[src/rtl/pageSeqPkg.sv]
package pageSeqPkg;

  // Strobes from the control FSM to the position datapath.
  typedef struct packed {
    logic load;   // capture wordline count, go to first page
    logic step;   // move to the next page in interleaved order
  } seqStrobe_t;

  typedef enum logic [1:0] {
    S_IDLE = 2'd0,
    S_RUN  = 2'd1,
    S_DONE = 2'd2
  } seqState_t;

endpackage

[src/rtl/pageSeqPath.sv]
module pageSeqPath
  import pageSeqPkg::*;
#(
  parameter int MAX_WL = 64,
  parameter int CNT_W  = $clog2(MAX_WL + 1),
  parameter int IDX_W  = (MAX_WL > 1) ? $clog2(MAX_WL) : 1
) (
  input  logic             clk,
  input  logic             rst,
  input  seqStrobe_t       strobe,
  input  logic [CNT_W-1:0] cntIn,
  output logic [IDX_W-1:0] curWl,
  output logic             curMsb,
  output logic             isFinal
);

  localparam int EXT_W = IDX_W + 2;

  logic [IDX_W-1:0] lastWl;
  logic [CNT_W-1:0] cntClamp;
  logic [IDX_W-1:0] nextWl;
  logic             nextMsb;
  logic [EXT_W-1:0] curExt;
  logic [EXT_W-1:0] lastExt;

  // Clamp the requested count; the stored value is the top wordline index.
  always_comb begin
    if (cntIn > CNT_W'(MAX_WL)) cntClamp = CNT_W'(MAX_WL);
    else                        cntClamp = cntIn;
  end

  assign curExt  = EXT_W'(curWl);
  assign lastExt = EXT_W'(lastWl);

  // Successor in the interleaved order.
  always_comb begin
    nextWl  = curWl;
    nextMsb = curMsb;
    if (!curMsb) begin
      if (curWl == '0) begin
        if (lastWl == '0) nextMsb = 1'b1;          // single wordline
        else              nextWl  = IDX_W'(1);     // LSB 0 -> LSB 1
      end else begin
        nextWl  = curWl - IDX_W'(1);               // LSB k -> MSB k-1
        nextMsb = 1'b1;
      end
    end else begin
      if (curExt + EXT_W'(2) <= lastExt) begin
        nextWl  = curWl + IDX_W'(2);               // MSB k -> LSB k+2
        nextMsb = 1'b0;
      end else begin
        nextWl  = curWl + IDX_W'(1);               // tail: MSB k -> MSB k+1
        nextMsb = 1'b1;
      end
    end
  end

  assign isFinal = curMsb && (curWl == lastWl);

  always_ff @(posedge clk) begin
    if (rst) begin
      curWl  <= '0;
      curMsb <= 1'b0;
      lastWl <= '0;
    end else if (strobe.load) begin
      curWl  <= '0;
      curMsb <= 1'b0;
      lastWl <= IDX_W'(cntClamp - CNT_W'(1));
    end else if (strobe.step) begin
      curWl  <= nextWl;
      curMsb <= nextMsb;
    end
  end

  AST_LSB_TO_LOWER_MSB: assert property (@(posedge clk) disable iff (rst)
    (strobe.step && !curMsb && curWl != '0)
      |=> (curMsb && curWl == $past(curWl) - IDX_W'(1))) else $error("AST_LSB_TO_LOWER_MSB");

  AST_MSB_SUCCESSOR: assert property (@(posedge clk) disable iff (rst)
    (strobe.step && curMsb)
      |=> ((!curMsb && curWl == $past(curWl) + IDX_W'(2)) ||
           (curMsb && curWl == $past(curWl) + IDX_W'(1)))) else $error("AST_MSB_SUCCESSOR");

  AST_FIRST_LSB_UP: assert property (@(posedge clk) disable iff (rst)
    (strobe.step && !curMsb && curWl == '0)
      |=> ((!curMsb && curWl == IDX_W'(1)) || (curMsb && curWl == '0))) else $error("AST_FIRST_LSB_UP");

endmodule

[src/rtl/pageSeqCtrl.sv]
module pageSeqCtrl
  import pageSeqPkg::*;
(
  input  logic       clk,
  input  logic       rst,
  input  logic       start,
  input  logic       cntNonZero,
  input  logic       accept,
  input  logic       isFinal,
  output seqStrobe_t strobe,
  output logic       valid,
  output logic       done
);

  seqState_t state;
  seqState_t stateNxt;

  always_comb begin
    stateNxt = state;
    strobe   = '0;
    unique case (state)
      S_IDLE, S_DONE: begin
        if (start && cntNonZero) begin
          strobe.load = 1'b1;
          stateNxt    = S_RUN;
        end
      end
      S_RUN: begin
        if (accept) begin
          if (isFinal) stateNxt    = S_DONE;
          else         strobe.step = 1'b1;
        end
      end
      default: stateNxt = S_IDLE;
    endcase
  end

  always_ff @(posedge clk) begin
    if (rst) state <= S_IDLE;
    else     state <= stateNxt;
  end

  assign valid = (state == S_RUN);
  assign done  = (state == S_DONE);

  AST_RUN_UNTIL_FINAL: assert property (@(posedge clk) disable iff (rst)
    (state == S_RUN && !(accept && isFinal)) |=> (state == S_RUN)) else $error("AST_RUN_UNTIL_FINAL");

  AST_ZERO_COUNT_IGNORED: assert property (@(posedge clk) disable iff (rst)
    (state != S_RUN && !(start && cntNonZero)) |=> (state == $past(state))) else $error("AST_ZERO_COUNT_IGNORED");

endmodule

[src/rtl/pageOrderSeq.sv]
module pageOrderSeq
  import pageSeqPkg::*;
#(
  parameter int MAX_WL = 64,
  localparam int CNT_W = $clog2(MAX_WL + 1),
  localparam int IDX_W = (MAX_WL > 1) ? $clog2(MAX_WL) : 1
) (
  input  logic             clk,
  input  logic             rst,
  input  logic             start,
  input  logic [CNT_W-1:0] wlCount,
  input  logic             accept,
  output logic             valid,
  output logic [IDX_W-1:0] wlIdx,
  output logic             isMsb,
  output logic             done
);

  seqStrobe_t strobe;
  logic       isFinal;
  logic       cntNonZero;

  assign cntNonZero = (wlCount != '0);

  pageSeqCtrl u_ctrl (
    .clk        (clk),
    .rst        (rst),
    .start      (start),
    .cntNonZero (cntNonZero),
    .accept     (accept),
    .isFinal    (isFinal),
    .strobe     (strobe),
    .valid      (valid),
    .done       (done)
  );

  pageSeqPath #(
    .MAX_WL (MAX_WL),
    .CNT_W  (CNT_W),
    .IDX_W  (IDX_W)
  ) u_path (
    .clk     (clk),
    .rst     (rst),
    .strobe  (strobe),
    .cntIn   (wlCount),
    .curWl   (wlIdx),
    .curMsb  (isMsb),
    .isFinal (isFinal)
  );

  AST_RESET_QUIET: assert property (@(posedge clk)
    rst |=> (!valid && !done)) else $error("AST_RESET_QUIET");

  AST_FIRST_PAGE: assert property (@(posedge clk) disable iff (rst)
    $rose(valid) |-> (wlIdx == '0 && !isMsb && !done)) else $error("AST_FIRST_PAGE");

  AST_HOLD_STALL: assert property (@(posedge clk) disable iff (rst)
    (valid && !accept) |=> (valid && $stable(wlIdx) && $stable(isMsb))) else $error("AST_HOLD_STALL");

  AST_DONE_AFTER_MSB: assert property (@(posedge clk) disable iff (rst)
    $rose(done) |-> $past(valid && accept && isMsb)) else $error("AST_DONE_AFTER_MSB");

endmodule

[config.mk]
export PLATFORM = sky130hd
export DESIGN_NAME = pageOrderSeq
export DESIGN_NICKNAME = d
export VERILOG_FILES = /design/src/rtl/pageSeqPkg.sv /design/src/rtl/pageSeqPath.sv /design/src/rtl/pageSeqCtrl.sv /design/src/rtl/pageOrderSeq.sv
export SDC_FILE = /design/constraint.sdc
export NUM_CORES = 1
export LEC_CHECK = 0
export BUFFER_PORTS_ARGS = -buffer_cell sky130_fd_sc_hd__buf_2
export CORE_AREA = 8 8 59 61
export CTS_CLUSTER_DIAMETER = 80
export DETAILED_ROUTE_END_ITERATION = 16
export DIE_AREA = 0 0 67 69
export PLACE_DENSITY_LB_ADDON = 0.15
export SYNTH_ARGS = -nofsm -noshare
export SYNTH_HDL_FRONTEND = slang
export SYNTH_HIERARCHICAL = 1
export SYNTH_SLANG_ARGS = --single-unit
[constraint.sdc]
create_clock -name clk -period 3.15 [get_ports clk]
set_input_delay 0.63 -clock clk [delete_from_list [all_inputs] [get_ports clk]]
set_output_delay 0.63 -clock clk [all_outputs]
set_load 0.02 [all_outputs]
==> results.sh <==
export IMPL_outcome="complete, no violations"
export IMPL_slew_violations=0
export IMPL_reg2reg_depth=9
export IMPL_wl_per_cell_um=16.16
export IMPL_hold_ws_ns=0.5035
export IMPL_worstSkewPairLatency_ns=0.30
export IMPL_rsz0062_at_grt="false"
export IMPL_crit_fanout=12
export IMPL_yosys_cell_count_top_type="nor2_1"
export IMPL_hold_viol=0
export IMPL_synth_edf_count=0
export IMPL_hold_end="u_path/lastWl[1]"
export IMPL_dpl_hpwl_um=2811
export IMPL_p_switching_uw=208.1
export IMPL_vias_per_cell=6.058
export IMPL_pwr_share_seq_pct=41.4
export IMPL_yosysWarnings=6
export IMPL_start_util_pct=52.97
export IMPL_crit_path_end_kind="register"
export IMPL_critPathRequiredTime_ns=3.39
export IMPL_power_density_nw_per_um2=355.5
export IMPL_path_class="register to register"
export IMPL_pin_count=20
export IMPL_postSynthAreaPerCell_sq_um=7.825
export IMPL_antenna_left=0
export IMPL_yosys_cell_types_count=40
export IMPL_yosys_area_top_type="dfxtp_1"
export IMPL_grt_antenna_before_repair=0
export IMPL_hold_path_startpoint="u_path/lastWl[1]"
export IMPL_htreeDepth=1
export IMPL_worst_r2r_setup_slack_ns=0.39
export IMPL_gr_usage_all_layers_pct=15.72
export IMPL_ys_top_cells_by_count="19 x nor2_1, 15 x dfxtp_1, 13 x ha_1"
export IMPL_ys_flop_type="dfxtp_1"
export IMPL_die_area_sq_um=4623
export IMPL_synth_seq_area_share_pct=21.68
export IMPL_drive_above_1_share_pct=15.63
export IMPL_critPathMostFrequentCell="ha_1"
export IMPL_fp_dieH_um=69
export IMPL_gr_total_overflow=0
export IMPL_synthCells=177
export IMPL_synth_area_sq_um=1385
export IMPL_drcViolationCount=0
export IMPL_max_freq_mhz=362.5
export IMPL_firstDrtPassIters=4
export IMPL_fin_skew_ns=0.01061
export IMPL_hp_class="register to register"
export IMPL_synthArstFlopShare_pct=0
export IMPL_period_needed_ns=2.759
export IMPL_grt_max_degree=17
export IMPL_place_ws_ns=0.4338
export IMPL_totalWireLength_um=3604
export IMPL_clock_power_share_pct=22.8
export IMPL_areaGrowthSynthToFinish_pct=8.221
export IMPL_clockBufferDepth=2
export IMPL_grt_pass1_wl_um=5858
export IMPL_cts_tree="yes"
export IMPL_maxCapViolCount=0
export IMPL_postCtsSetupBuffers=0
export IMPL_die_w_um=67
export IMPL_buffer_ports_inserted=19
export IMPL_fin_ws_ns=0.3915
export IMPL_crit_slowest_cell="dfxtp_1"
export IMPL_num_rows=19
export IMPL_maxSlewHeadroom_pct=51.49
export IMPL_p_leak_nw=0.6278
export IMPL_power_frac_comb_pct=35.8
export IMPL_critical_path_max_stage_delay_ns=0.61
export IMPL_synth_area_top_cells="dfxtp_1 22%, ha_1 12%, xnor2_1 6.3%, nor2_1 5.1%, nand3_1 3.6%"
export IMPL_reg2reg_to="u_path/curWl[3]"
export IMPL_worst_setup_path_start_kind="register"
export IMPL_cp_cell_sequence="ha_1 > nand3_1 > xnor2_1 > ha_1 > a21oi_1 > nand2_1 > o22a_1 > or3b_1 > a31oi_1"
export IMPL_core_area_sq_um=2615
export IMPL_place_congestion=0.9694
export IMPL_cp_data_arrival_time_ns=3.00
export IMPL_r2r_start="u_path/curWl[2]"
export IMPL_hold_path_depth=2
export IMPL_n_antenna_cell=0
export IMPL_clk_pin_slew_ns=0.11
export IMPL_clkSinkCount=15
export IMPL_synth_top_area_share_pct=21.68
export IMPL_fin_crit_sh_pct=87.57
export IMPL_p_int_uw=324.8
export IMPL_cts_made_buffers=3
export IMPL_nets=217
export IMPL_switching_share_pct=39.04
export IMPL_drtIter0Drc=73
export IMPL_synth_fp_nets=201
export IMPL_cts_hold_fix_buffers=0
export IMPL_cts_root_buf="clkbuf_4"
export IMPL_tightestPinTransition_ns=0.7249
export IMPL_via_count=1351
export IMPL_cts_resized=0
export IMPL_grt_pass1_vias=1330
export IMPL_setup_violations=0
export IMPL_ir_worst_vdd_v=0.0002226
export IMPL_finalPower_uw=532.9
export IMPL_ys_seq_elements=15
export IMPL_fin_tns_setup_ns=0
[power groups by stage]
stage                     combinational, mW  clock (mW)  sequential [mW]
after floorplan                       0.140           0            0.222
after global placement                0.181           0            0.225
after detailed placement              0.187           0            0.225
after CTS                             0.188       0.127            0.221
after global routing                  0.210       0.137            0.223
final                                 0.191       0.122            0.221
[layout make-up]
type	count	area (sq um)
fillers	259	1116
multi-input cells	143	988.4
flip-flops and latches	15	300.3
repair buffers	21	110.1
well taps	31	38.79
inverters	9	33.78
clock buffers	3	22.52
clock inverters	1	5.005
[kinds of logic (layout without fill, tap and decap cells)]
group	Yosys count	in the layout	share of synthesized area, %
compound gates	45	45	22.13
xor+xnor	15	15	9.485
flops	15	15	21.68
simple gates	69	69	27.28
fa+ha+maj	13	13	11.74
buf+inv	19	34	6.956
mux	1	1	0.7227
[cells in the final DEF, fill, tap and decap left out, types with 2 or more instances in the layout]
cell | netlist | final
a21boi_0 | 2 | 2
nand3_1 | 10 | 10
and3_4 | 2 | 2
xnor2_1 | 10 | 10
or3b_1 | 3 | 3
o21ai_0 | 8 | 8
o31ai_1 | 2 | 2
buf_2 | 2 | 19
a21oi_1 | 6 | 6
a31oi_1 | 5 | 5
nor3_1 | 4 | 4
nor2b_1 | 3 | 3
inv_1 | 9 | 9
nand2_1 | 10 | 10
ha_1 | 13 | 13
nand2b_1 | 3 | 3
nand4_1 | 2 | 2
o211ai_1 | 6 | 6
nor4_1 | 4 | 4
a21o_1 | 2 | 2
dfxtp_1 | 15 | 15
buf_4 | 0 | 2
nor2_1 | 19 | 19
o21a_1 | 3 | 3
a211oi_1 | 5 | 5
nand3b_1 | 4 | 4
clkbuf_4 | 0 | 3
xor2_1 | 5 | 5
[sequential cells by signal, summed over array words and instances, names as in the netlist]
name and cells:
u_path/curMsb 1, u_path/lastWl 6, u_ctrl/state 2, u_path/curWl 6
[worst max-delay path: cells and delay by family (launching register included)]
family / cells / cell delay [ns]
adders and majority gates: 2 / 0.63
DFF: 1 / 0.61
xor gates and xnor gates: 1 / 0.23
and+or+nand+nor: 3 / 0.60
AOI/OAI and AO/OA: 3 / 0.62
[per-layer routing]
metal	track usage (%)	share of wire, %
met5	0	0
met4	9.070	3.9
met3	3.393	5.7
met2	25.85	48
met1	17.79	42
[stage by stage]
stage               area, sq um  cells  utilization [%]
finish                     1499    223            57.32
global route               1499    223            57.32
CTS                        1499    223            57.32
detailed placement         1471    219            56.27
global placement           1471    219            56.27
floorplan                  1385    177                -
[worst max path at each step]
stage / start / to / slack [ns]
5_1_grt: u_path/curWl[2] / u_path/curWl[3] / 0.15
3_3_place_gp: u_path/curWl[2] / u_path/curWl[3] / 0.48
6_report: u_path/curWl[2] / u_path/curWl[3] / 0.39
2_1_floorplan: u_path/curWl[1] / u_path/curWl[3] / 0.76
3_5_place_dp: u_path/curWl[2] / u_path/curWl[5] / 0.43
4_1_cts: u_path/curWl[2] / u_path/curWl[5] / 0.42
No activity file was read; power rests on OpenSTA's default activity.
